<file path="src/rtl/ptw_pkg.sv">
package ptw_pkg;
    typedef enum logic [2:0] {
        ST_IDLE    = 3'd0,
        ST_RD      = 3'd1,
        ST_WAIT    = 3'd2,
        ST_WB_UP   = 3'd3,
        ST_WB_LEAF = 3'd4
    } st_e;

    localparam logic [1:0] ACC_READ  = 2'd0;
    localparam logic [1:0] ACC_WRITE = 2'd1;
    localparam logic [1:0] ACC_FETCH = 2'd2;

    localparam int B_PRES = 0;
    localparam int B_WR   = 1;
    localparam int B_USR  = 2;
    localparam int B_ACC  = 5;
    localparam int B_DIRT = 6;
    localparam int B_BIG  = 7;
    localparam int B_NOX  = 63;

    localparam logic [7:0] VEC_GP = 8'd13;
    localparam logic [7:0] VEC_PF = 8'd14;
endpackage

</file>
<file path="src/rtl/ptw_index_addr.sv">
module ptw_index_addr #(
    parameter int PA_W = 52
) (
    input  logic [PA_W-13:0] bfn,
    input  logic [35:0]      vpn,
    input  logic [1:0]       lvl,
    output logic [PA_W-1:0]  eaddr
);
    localparam int LEVELS = 4;
    localparam int IDX_W  = 9;

    logic [IDX_W-1:0] slice [LEVELS];

    for (genvar g = 0; g < LEVELS; g++) begin : g_slice
        assign slice[g] = vpn[IDX_W*g +: IDX_W];
    end

    assign eaddr = {bfn, slice[lvl], 3'b000};
endmodule

</file>
<file path="src/rtl/ptw_entry_eval.sv">
module ptw_entry_eval
    import ptw_pkg::*;
#(
    parameter int PA_W = 52
) (
    input  logic [63:0]     ent,
    input  logic [1:0]      lvl,
    input  logic            nxe,
    input  logic [1:0]      acc,
    input  logic            usr,
    input  logic            rw_in,
    input  logic            us_in,
    input  logic            nx_in,
    input  logic [29:0]     va_off,
    output logic            present,
    output logic            rsvd,
    output logic            leaf,
    output logic            rw_out,
    output logic            us_out,
    output logic            nx_out,
    output logic            prot_fail,
    output logic            acc_clear,
    output logic            leaf_upd,
    output logic [63:0]     up_wdata,
    output logic [63:0]     leaf_wdata,
    output logic [PA_W-13:0] next_bfn,
    output logic [PA_W-1:0] pa,
    output logic [1:0]      size
);
    localparam logic [63:0] HI_MASK = {1'b0, {(63-PA_W){1'b1}}, {PA_W{1'b0}}};

    logic           big_1g, big_2m, junk;
    logic [PA_W-1:0] lowmask;

    always_comb begin
        present  = ent[B_PRES];
        big_1g   = (lvl == 2'd2) && ent[B_BIG];
        big_2m   = (lvl == 2'd1) && ent[B_BIG];
        junk     = (big_1g && (|ent[29:13])) || (big_2m && (|ent[20:13]));
        rsvd     = (|(ent & HI_MASK)) || (!nxe && ent[B_NOX])
                   || ((lvl == 2'd3) && ent[B_BIG]) || junk;
        leaf     = (lvl == 2'd0) || big_1g || big_2m;
        rw_out   = rw_in & ent[B_WR];
        us_out   = us_in & ent[B_USR];
        nx_out   = nx_in | ent[B_NOX];
        prot_fail = (usr && !us_out) || ((acc == ACC_WRITE) && !rw_out)
                    || ((acc == ACC_FETCH) && nxe && nx_out);
        acc_clear = !ent[B_ACC];
        up_wdata  = ent | (64'd1 << B_ACC);
        leaf_wdata = up_wdata | ((acc == ACC_WRITE) ? (64'd1 << B_DIRT) : 64'd0);
        leaf_upd  = (leaf_wdata != ent);
        next_bfn  = ent[PA_W-1:12];
        size      = big_1g ? 2'd2 : (big_2m ? 2'd1 : 2'd0);
        case (size)
            2'd2:    lowmask = PA_W'(30'h3fff_ffff);
            2'd1:    lowmask = PA_W'(21'h1f_ffff);
            default: lowmask = PA_W'(12'hfff);
        endcase
        pa = (ent[PA_W-1:0] & ~lowmask) | (PA_W'(va_off) & lowmask);
    end
endmodule

</file>
<file path="src/rtl/ptw_walker.sv">
module ptw_walker
    import ptw_pkg::*;
#(
    parameter int PA_W = 52
) (
    input  logic              clk,
    input  logic              rst_n,
    input  logic              req_valid,
    output logic              req_ready,
    input  logic [63:0]       req_vaddr,
    input  logic [PA_W-13:0]  req_root,
    input  logic [1:0]        req_acc,
    input  logic              req_user,
    input  logic              req_nxe,
    output logic              mem_req_valid,
    input  logic              mem_req_ready,
    output logic              mem_req_we,
    output logic [PA_W-1:0]   mem_req_addr,
    output logic [63:0]       mem_req_wdata,
    input  logic              mem_rsp_valid,
    input  logic [63:0]       mem_rsp_rdata,
    output logic              done_valid,
    output logic              done_fault,
    output logic [7:0]        done_vec,
    output logic [4:0]        done_err,
    output logic [PA_W-1:0]   done_paddr,
    output logic [1:0]        done_size,
    output logic              done_writable,
    output logic              done_user,
    output logic              done_nx
);
    typedef struct packed {
        st_e              st;
        logic [1:0]       lvl;
        logic [47:0]      va;
        logic [1:0]       acc;
        logic             usr;
        logic             nxe;
        logic [PA_W-13:0] bfn;
        logic [PA_W-1:0]  eaddr;
        logic [63:0]      ent;
        logic             rw;
        logic             us;
        logic             nx;
        logic             done;
        logic             flt;
        logic [7:0]       vec;
        logic [4:0]       err;
        logic [PA_W-1:0]  pa;
        logic [1:0]       size;
    } walk_t;

    walk_t q, d;

    logic [PA_W-1:0]  idx_addr;
    logic             e_present, e_rsvd, e_leaf, e_rw, e_us, e_nx;
    logic             e_prot, e_acc_clear, e_leaf_upd;
    logic [63:0]      e_up_wdata, e_leaf_wdata;
    logic [PA_W-13:0] e_next_bfn;
    logic [PA_W-1:0]  e_pa;
    logic [1:0]       e_size;
    logic             canon, ibit, wbit;

    ptw_index_addr #(.PA_W(PA_W)) u_idx (
        .bfn   (q.bfn),
        .vpn   (q.va[47:12]),
        .lvl   (q.lvl),
        .eaddr (idx_addr)
    );

    ptw_entry_eval #(.PA_W(PA_W)) u_eval (
        .ent        (mem_rsp_rdata),
        .lvl        (q.lvl),
        .nxe        (q.nxe),
        .acc        (q.acc),
        .usr        (q.usr),
        .rw_in      (q.rw),
        .us_in      (q.us),
        .nx_in      (q.nx),
        .va_off     (q.va[29:0]),
        .present    (e_present),
        .rsvd       (e_rsvd),
        .leaf       (e_leaf),
        .rw_out     (e_rw),
        .us_out     (e_us),
        .nx_out     (e_nx),
        .prot_fail  (e_prot),
        .acc_clear  (e_acc_clear),
        .leaf_upd   (e_leaf_upd),
        .up_wdata   (e_up_wdata),
        .leaf_wdata (e_leaf_wdata),
        .next_bfn   (e_next_bfn),
        .pa         (e_pa),
        .size       (e_size)
    );

    assign canon = (&req_vaddr[63:47]) || !(|req_vaddr[63:47]);
    assign ibit  = (q.acc == ACC_FETCH) && q.nxe;
    assign wbit  = (q.acc == ACC_WRITE);

    always_comb begin
        d      = q;
        d.done = 1'b0;
        case (q.st)
            ST_IDLE: begin
                if (req_valid) begin
                    d.va  = req_vaddr[47:0];
                    d.acc = req_acc;
                    d.usr = req_user;
                    d.nxe = req_nxe;
                    d.bfn = req_root;
                    d.lvl = 2'd3;
                    d.rw  = 1'b1;
                    d.us  = 1'b1;
                    d.nx  = 1'b0;
                    if (!canon) begin
                        d.done = 1'b1;
                        d.flt  = 1'b1;
                        d.vec  = VEC_GP;
                        d.err  = 5'd0;
                    end else begin
                        d.st = ST_RD;
                    end
                end
            end
            ST_RD: begin
                if (mem_req_ready) begin
                    d.eaddr = idx_addr;
                    d.st    = ST_WAIT;
                end
            end
            ST_WAIT: begin
                if (mem_rsp_valid) begin
                    d.ent = mem_rsp_rdata;
                    d.rw  = e_rw;
                    d.us  = e_us;
                    d.nx  = e_nx;
                    if (!e_present || e_rsvd || (e_leaf && e_prot)) begin
                        d.st   = ST_IDLE;
                        d.done = 1'b1;
                        d.flt  = 1'b1;
                        d.vec  = VEC_PF;
                        d.err  = {ibit, e_present && e_rsvd, q.usr, wbit, e_present};
                    end else if (!e_leaf) begin
                        if (e_acc_clear) begin
                            d.ent = e_up_wdata;
                            d.st  = ST_WB_UP;
                        end else begin
                            d.bfn = e_next_bfn;
                            d.lvl = q.lvl - 2'd1;
                            d.st  = ST_RD;
                        end
                    end else begin
                        d.pa   = e_pa;
                        d.size = e_size;
                        if (e_leaf_upd) begin
                            d.ent = e_leaf_wdata;
                            d.st  = ST_WB_LEAF;
                        end else begin
                            d.st   = ST_IDLE;
                            d.done = 1'b1;
                            d.flt  = 1'b0;
                            d.vec  = 8'd0;
                            d.err  = 5'd0;
                        end
                    end
                end
            end
            ST_WB_UP: begin
                if (mem_req_ready) begin
                    d.bfn = q.ent[PA_W-1:12];
                    d.lvl = q.lvl - 2'd1;
                    d.st  = ST_RD;
                end
            end
            ST_WB_LEAF: begin
                if (mem_req_ready) begin
                    d.st   = ST_IDLE;
                    d.done = 1'b1;
                    d.flt  = 1'b0;
                    d.vec  = 8'd0;
                    d.err  = 5'd0;
                end
            end
            default: d.st = ST_IDLE;
        endcase
    end

    always_ff @(posedge clk or negedge rst_n) begin
        if (!rst_n) q <= '0;
        else        q <= d;
    end

    assign req_ready     = (q.st == ST_IDLE);
    assign mem_req_valid = (q.st == ST_RD) || (q.st == ST_WB_UP) || (q.st == ST_WB_LEAF);
    assign mem_req_we    = (q.st == ST_WB_UP) || (q.st == ST_WB_LEAF);
    assign mem_req_addr  = (q.st == ST_RD) ? idx_addr : q.eaddr;
    assign mem_req_wdata = q.ent;
    assign done_valid    = q.done;
    assign done_fault    = q.flt;
    assign done_vec      = q.vec;
    assign done_err      = q.err;
    assign done_paddr    = q.pa;
    assign done_size     = q.size;
    assign done_writable = q.rw;
    assign done_user     = q.us;
    assign done_nx       = q.nx;
endmodule

</file>
<file path="config.mk">
export PLATFORM = sky130hd
export DESIGN_NAME = ptw_walker
export DESIGN_NICKNAME = d
export VERILOG_FILES = /design/src/rtl/ptw_pkg.sv /design/src/rtl/ptw_index_addr.sv /design/src/rtl/ptw_entry_eval.sv /design/src/rtl/ptw_walker.sv
export SDC_FILE = /design/constraint.sdc
export NUM_CORES = 1
export LEC_CHECK = 0
export ABC_AREA = 1
export CORE_UTILIZATION = 57
export DETAILED_ROUTE_END_ITERATION = 16
export GPL_ROUTABILITY_DRIVEN = 0
export PLACE_DENSITY = 0.94
export SLEW_MARGIN = 20
export SYNTH_ARGS = -nofsm -noshare
export SYNTH_HDL_FRONTEND = slang
export SYNTH_HIERARCHICAL = 1
export SYNTH_SLANG_ARGS = --single-unit
export TNS_END_PERCENT = 1
</file>
<file path="constraint.sdc">
create_clock -name clk -period 3.1 [get_ports clk]
set_input_delay 0.465 -clock clk [delete_from_list [all_inputs] [get_ports clk]]
set_output_delay 0.465 -clock clk [all_outputs]
set_load 0.05 [all_outputs]
</file>
==> out/qor.yml, run 1 <==
run_status:
  status: "complete, no violations"
global_route:
  antenna_found_initial: 3
  track_usage_pct: 32.8
  grt_pass1_wl_um: 81300
  overflow: 0
  grt_pass1_vias: 15326
  grt_max_degree: 105
sta:
  fmax_mhz: 325
  finalCritPeriodShare_pct: 99.1
  tightest_slew_ns: 0.990
  final_max_slew_viol_count: 0
  finalSetupTns_ns: 0
  clock_skew_ns: 0.0127
  setup_viol: 0
  rsz0062_at_grt: "false"
  hold_viol: 0
  period_needed_ns: 3.07
  slew-limit-headroom_pct: 34.0
  timing.final.ws_setup_ns: 0.0270
clocking:
  cts_tree: "done"
  clockBufferDepth: 3
  clk_pin_slew_ns: 0.06
  cts.sinks: 279
  cts_buffers: 31
  cts_root_buf: "clkbuf_16"
  insertion_delay_ns: 0.55
  h-tree-depth: 1
setup_path:
  crit_type: "flop to primary output"
  path_max_fanout: 19
  critPathRequiredTime_ns: 2.63
  cp.arrival_ns: 2.61
  end_kind: "primary output"
  crit_path_start_kind: "flop"
place:
  place_ws_ns: 0.133
  placed_area_um2: 19000
  port_buffers: 363
  dpl.hpwl_um: 35500
power_and_ir_drop:
  power.total_uw: 15600
  ir_drop_v: 0.000646
  power.internal_uw: 9150
  p_clk_share_pct: 24.7
  leakage_uw: 0.0101
  p_comb_share_pct: 42.8
  p_sw_share_pct: 41.4
  power.density_nw_per_um2: 777
  power.switching_uw: 6480
  seq_power_share_pct: 32.5
synthesis:
  synthCells: 2441
  syn_area_per_cell_um2: 7.19
  syn-cell-area_um2: 17500
  ys_seq_area_share_pct: 39.8
  ys_ff_latch: 279
  yosysWarnings: 6
  synth_cell_types: 34
finish:
  stdcell_area_um2: 20100
  postLayoutCoreUtil_pct: 67.2
  final_nets: 2565
  drive_gt1_share_pct: 8.25
  fillers: 2297
  area_delta_synth_final_pct: 14.7
detailed_routing:
  drc: 0
  wl_um: 51800
  vias: 15940
  wl_per_cell_um: 18.5
  dr.pass1.iters: 9
  ant_nets: 0
  dr.first_iter.drc_count: 1842
  viasPerCell: 5.68
floorplanning:
  rows: 63
  die_w_um: 177
  die_h_um: 177
  ios: 368
  core_area_um2: 30000
  fp.dieArea_um2: 31500
  initial_core_util_pct: 58.6
min_path:
  hold_path_class: "primary input to flop"
job:
  cap_violations: 0
-- cells in the final DEF, fill, tap and decap left out, types with 9 or more instances in the layout --
master and count:
dfrtp_1 279, nand2_1 784, a21oi_1 127, clkdlybuf4s50_1 310
buf_12 39, inv_1 164, nand3_1 250, inv_2 12
nand2_2 12, buf_4 61, o21ai_1 85, nor2_1 97
o21ai_0 81, clkbuf_16 31, conb_1 9
-- synth_stat cells, drive strengths merged --
master / instances / area [µm²]
a21oi: 128 / 644
buf: 456 / 3280
clkbuf: 51 / 191
conb: 3 / 11.3
dfrtp: 279 / 6980
inv: 178 / 678
nand2: 799 / 3040
nand3: 254 / 1300
nand4: 3 / 18.8
nor2: 104 / 432
nor3: 5 / 25.0
o211ai: 4 / 35.0
o21ai: 170 / 858
o21bai: 2 / 15.0
o22a: 2 / 17.5
or2: 2 / 12.5
xor2: 1 / 8.76
-- cell families (layout without fill, tap and decap cells) --
family                    Yosys count  after routing  share of synthesized area, %
xor gates and xnor gates            1              1                        0.0499
other                               3             11                        0.0642
and+or+nand+nor                  1167           1167                          27.5
AOI/OAI and AO/OA                 306            306                          8.95
DFF                               279            279                          39.8
buffers and inverters             685            650                          23.6
-- worst paths after layout --
path	from	to	slack, ns	cells past startpoint
worst max-delay path	q[280]$_DFFE_PN0P_	mem_req_addr[10]	0.03	8
max in group asynchronous	rst_n	q[162]$_DFFE_PN0P_	1.65	3
worst max register to register	q[280]$_DFFE_PN0P_	mem_req_wdata[38]$_DFFE_PN0P_	0.31	11
worst min register to register	q[204]$_DFFE_PN0P_	q[204]$_DFFE_PN0P_	0.47	2
min in group asynchronous	rst_n	done_paddr[6]$_DFFE_PN0P_	0.56	2
worst min-delay path	req_vaddr[42]	q[274]$_DFFE_PN0P_	0.45	3
-- metal layers --
metal / global-route usage, % / wire length [µm] / vias up
li1: - / - / 7174
met4: 16.4 / 3090 / 0
met3: 6.45 / 5710 / 255
met2: 53.6 / 24100 / 1165
met5: 0 / 0 / -
met1: 41.6 / 18900 / 7346
-- cell type report --
type | count | area, µm² | area share (%)
Clock inverter | 10 | 156 | 0.777
Clock buffer | 47 | 916 | 4.55
Antenna cell | 2 | 5.00 | 0.0249
Sequential cell | 279 | 6980 | 34.7
Inverter | 178 | 678 | 3.37
Multi-Input combinational cell | 1483 | 6490 | 32.3
Timing Repair Buffer | 415 | 4400 | 21.9
Tap cell | 390 | 488 | 2.43
-- power by group through the flow --
stage	combinational (µW)	sequential, µW	clock, µW
after detailed placement	6630	5090	0
after CTS	6670	5050	3890
after global placement	6470	5040	0
final	6690	5080	3860
after global routing	7030	5160	4040
after floorplan	4850	4920	0
-- repair_timing --
action                     in CTS  in global routing
cloned                          0                  0
setup buffers                   0                  0
setup endpoints to repair       4                 43
hold buffers                    1                  0
resized for setup               4                 17
hold endpoints to repair        5                  0
-- critical path, stage by stage, from the launching register on --
cell and delay [ns]:
dfrtp_1 0.66, buf_4 0.35, inv_6 0.13, nand2_1 0.09
nand3_1 0.08, nand2_1 0.10, inv_1 0.06, o21ai_0 0.30
buf_4 0.27
-- stage by stage --
step                hold slack [ns]  instances
floorplan                     0.169       2447
global placement              0.453       2744
detailed placement            0.459       2744
CTS                           0.439       2802
global route                  0.455       2804
finish                        0.449       2804
-- sequential cells by signal (all words and copies together) (netlist names), 2 cells and up --
name	count
done_err	5
mem_req_wdata	64
done_paddr	52
done_size	2
done_vec	3
q	149
(Power assumes the default switching activity.)
==> inputs of run 2 (changes only) <==
PLACE_DENSITY = 0.85   (was 0.94)
==> out/qor.yml, run 2 (synthesized netlist as in run 1, its figures left out) <==
setup_path:
  end_kind: "primary output"
  worst-path-stages: 6  # -2
  ff2ff_path_depth: 12  # +1
  critical-path-max-stage-delay_ns: 0.50  # -0.16 ns
  slowest_stage: "dfrtp_1"
  crit_family: "buffers and inverters"
  r2r_end: "q[203]$_DFFE_PN0P_"
  crit_path_frequent_cell: "buf_12"
  crit_buf_inv: 3  # -1
  critPathRequiredTime_ns: 2.63  # about the same
  r2r_slack_ns: 0.51  # +0.20 ns
  crit_path_start_kind: "flop"
  crit_type: "flop to primary output"
  timing.rr.start: "q[280]$_DFFE_PN0P_"
  cp.arrival_ns: 2.46  # -0.15 ns
  worstSetupStartpoint: "q[282]$_DFFE_PN0P_"
  path_max_fanout: 104  # +85
  crit_chain: "nand2_1 > nor2_1 > clkinv_2 > buf_12 > o21ai_0 > buf_12"
  critPathCapture: "mem_req_addr[13]"
detailed_routing:
  vias: 15314  # -3.9%
  wl_per_cell_um: 17.6  # -4.5%
  viasPerCell: 5.48  # -3.7%
  drc: 0  # unchanged
  wl_um: 49400  # -4.8%
  dr.first_iter.drc_count: 1570  # -15%
  dr.pass1.iters: 6  # -3
  ant_nets: 0  # unchanged
sta:
  finalSetupTns_ns: 0  # unchanged
  slew-limit-headroom_pct: 29.1  # -4.9 points
  period_needed_ns: 2.92  # -0.149 ns
  rsz0062_at_grt: "false"
  hold_viol: 0  # unchanged
  setup_viol: 0  # unchanged
  final_max_slew_viol_count: 0  # unchanged
  clock_skew_ns: 0.0128  # +0.000128 ns
  finalCritPeriodShare_pct: 94.3  # -4.8 points
  tightest_slew_ns: 1.06  # +0.0716 ns
  fmax_mhz: 342  # +5.1%
finish:
  regMostFlops: "q"
  area_delta_synth_final_pct: 15.4
  final_common_cell: "nand2_1"
  postLayoutCoreUtil_pct: 67.6  # +0.45 points
  largest_reg_flops: 149  # unchanged
  final_cell_mix: "nand2_1 (784), clkdlybuf4s50_1 (310), dfrtp_1 (278)"
  drive_gt1_share_pct: 8.28  # +0.031 points
  final_nets: 2560  # -0.19%
clocking:
  clockBufferDepth: 3  # unchanged
  cts_buffers: 30  # -3.2%
  h-tree-depth: 1  # unchanged
  insertion_delay_ns: 0.55  # about the same
  clk_pin_slew_ns: 0.06  # about the same
  cts_setup_buffers: 0  # unchanged
  cts_root_buf: "clkbuf_16"
  cts.sinks: 279  # unchanged
  cts_tree: "done"
power_and_ir_drop:
  ir_drop_v: 0.000665  # +3.0%
  leakage_uw: 0.0101  # about the same
  power.density_nw_per_um2: 778  # +0.20%
global_route:
  grt_pass1_wl_um: 78500  # -3.5%
  antenna_found_initial: 4  # +1
  overflow: 0  # unchanged
  track_usage_pct: 31.5  # -1.4 points
  grt_max_degree: 105  # unchanged
  grt_pass1_vias: 14766  # -3.7%
floorplanning:
  rows: 63  # unchanged
  die_h_um: 177  # unchanged
  core_area_um2: 30000  # unchanged
  ios: 368  # unchanged
  fp.dieArea_um2: 31500  # unchanged
  die_w_um: 177  # unchanged
  initial_core_util_pct: 58.6  # unchanged
place:
  dpl.hpwl_um: 34200  # -3.7%
  port_buffers: 363  # unchanged
run_status:
  status: "complete, no violations"
min_path:
  hold_path_class: "primary input to flop"
job:
  cap_violations: 0  # unchanged
run 2: through the flow:
step	std cells	setup slack [ns]	cell area [µm²]	power [µW]	hold WS (ns)
2_1_floorplan	2447	0.543	17600	9760	0.169
3_3_place_gp	2740	0.196	19200	11900	0.456
3_5_place_dp	2740	0.0405	19200	12000	0.460
4_1_cts	2793	0.0165	20200	15800	0.440
5_1_grt	2795	0.0579	20300	16400	0.461
6_report	2797	0.176	20300	15800	0.450
run 2: worst min path at each step:
| stage | from | end | slack, ns | cells after the start |
|---|---|---|---|---|
| after floorplan | rst_n | done_err[0]$_DFFE_PN0P_ | 0.17 | 0 |
| after global placement | q[196]$_DFFE_PN0P_ | q[196]$_DFFE_PN0P_ | 0.46 | 2 |
| after detailed placement | q[201]$_DFFE_PN0P_ | q[201]$_DFFE_PN0P_ | 0.46 | 2 |
| after CTS | req_vaddr[36] | q[268]$_DFFE_PN0P_ | 0.44 | 3 |
| after global routing | req_vaddr[4] | q[236]$_DFFE_PN0P_ | 0.46 | 3 |
| final | req_vaddr[37] | q[269]$_DFFE_PN0P_ | 0.45 | 3 |
run 2: layer usage:
layer | part of all wire (%) | track usage [%] | vias to the layer above
met5 | 0.026 | 0 | -
met4 | 4.8 | 14.2 | 2
met3 | 9.8 | 6.83 | 160
met2 | 46 | 50.3 | 885
met1 | 39 | 40.8 | 7094
li1 | - | - | 7173
run 2: power by group:
| group | switching [µW] | total (µW) | leakage [µW] | internal [µW] |
|---|---|---|---|---|
| Clock | 1500 | 3770 | 0.000508 | 2270 |
| Sequential | 591 | 5060 | 0.00359 | 4470 |
| Combinational | 4350 | 6930 | 0.00598 | 2580 |
run 2: area by class of cell:
class	instances	area, µm²
clock buffers	34	807
multi-input cells	1483	6490
inverters	178	679
fillers	2378	9700
clock inverters	18	226
repair buffers	411	4570
well taps	390	488
flip-flops and latches	279	6980
diodes	4	10.0
run 2: timing repair:
action / in CTS / in global routing
setup endpoints to repair: 0 / 4
hold buffers: 1 / 0
hold endpoints to repair: 81 / 0
gates resized for setup: 0 / 1
run 2: tightest hold or removal path, stage by stage:
cell and delay (ns):
clkdlybuf4s50_1 0.39, nand2_1 0.06, nand2_1 0.05
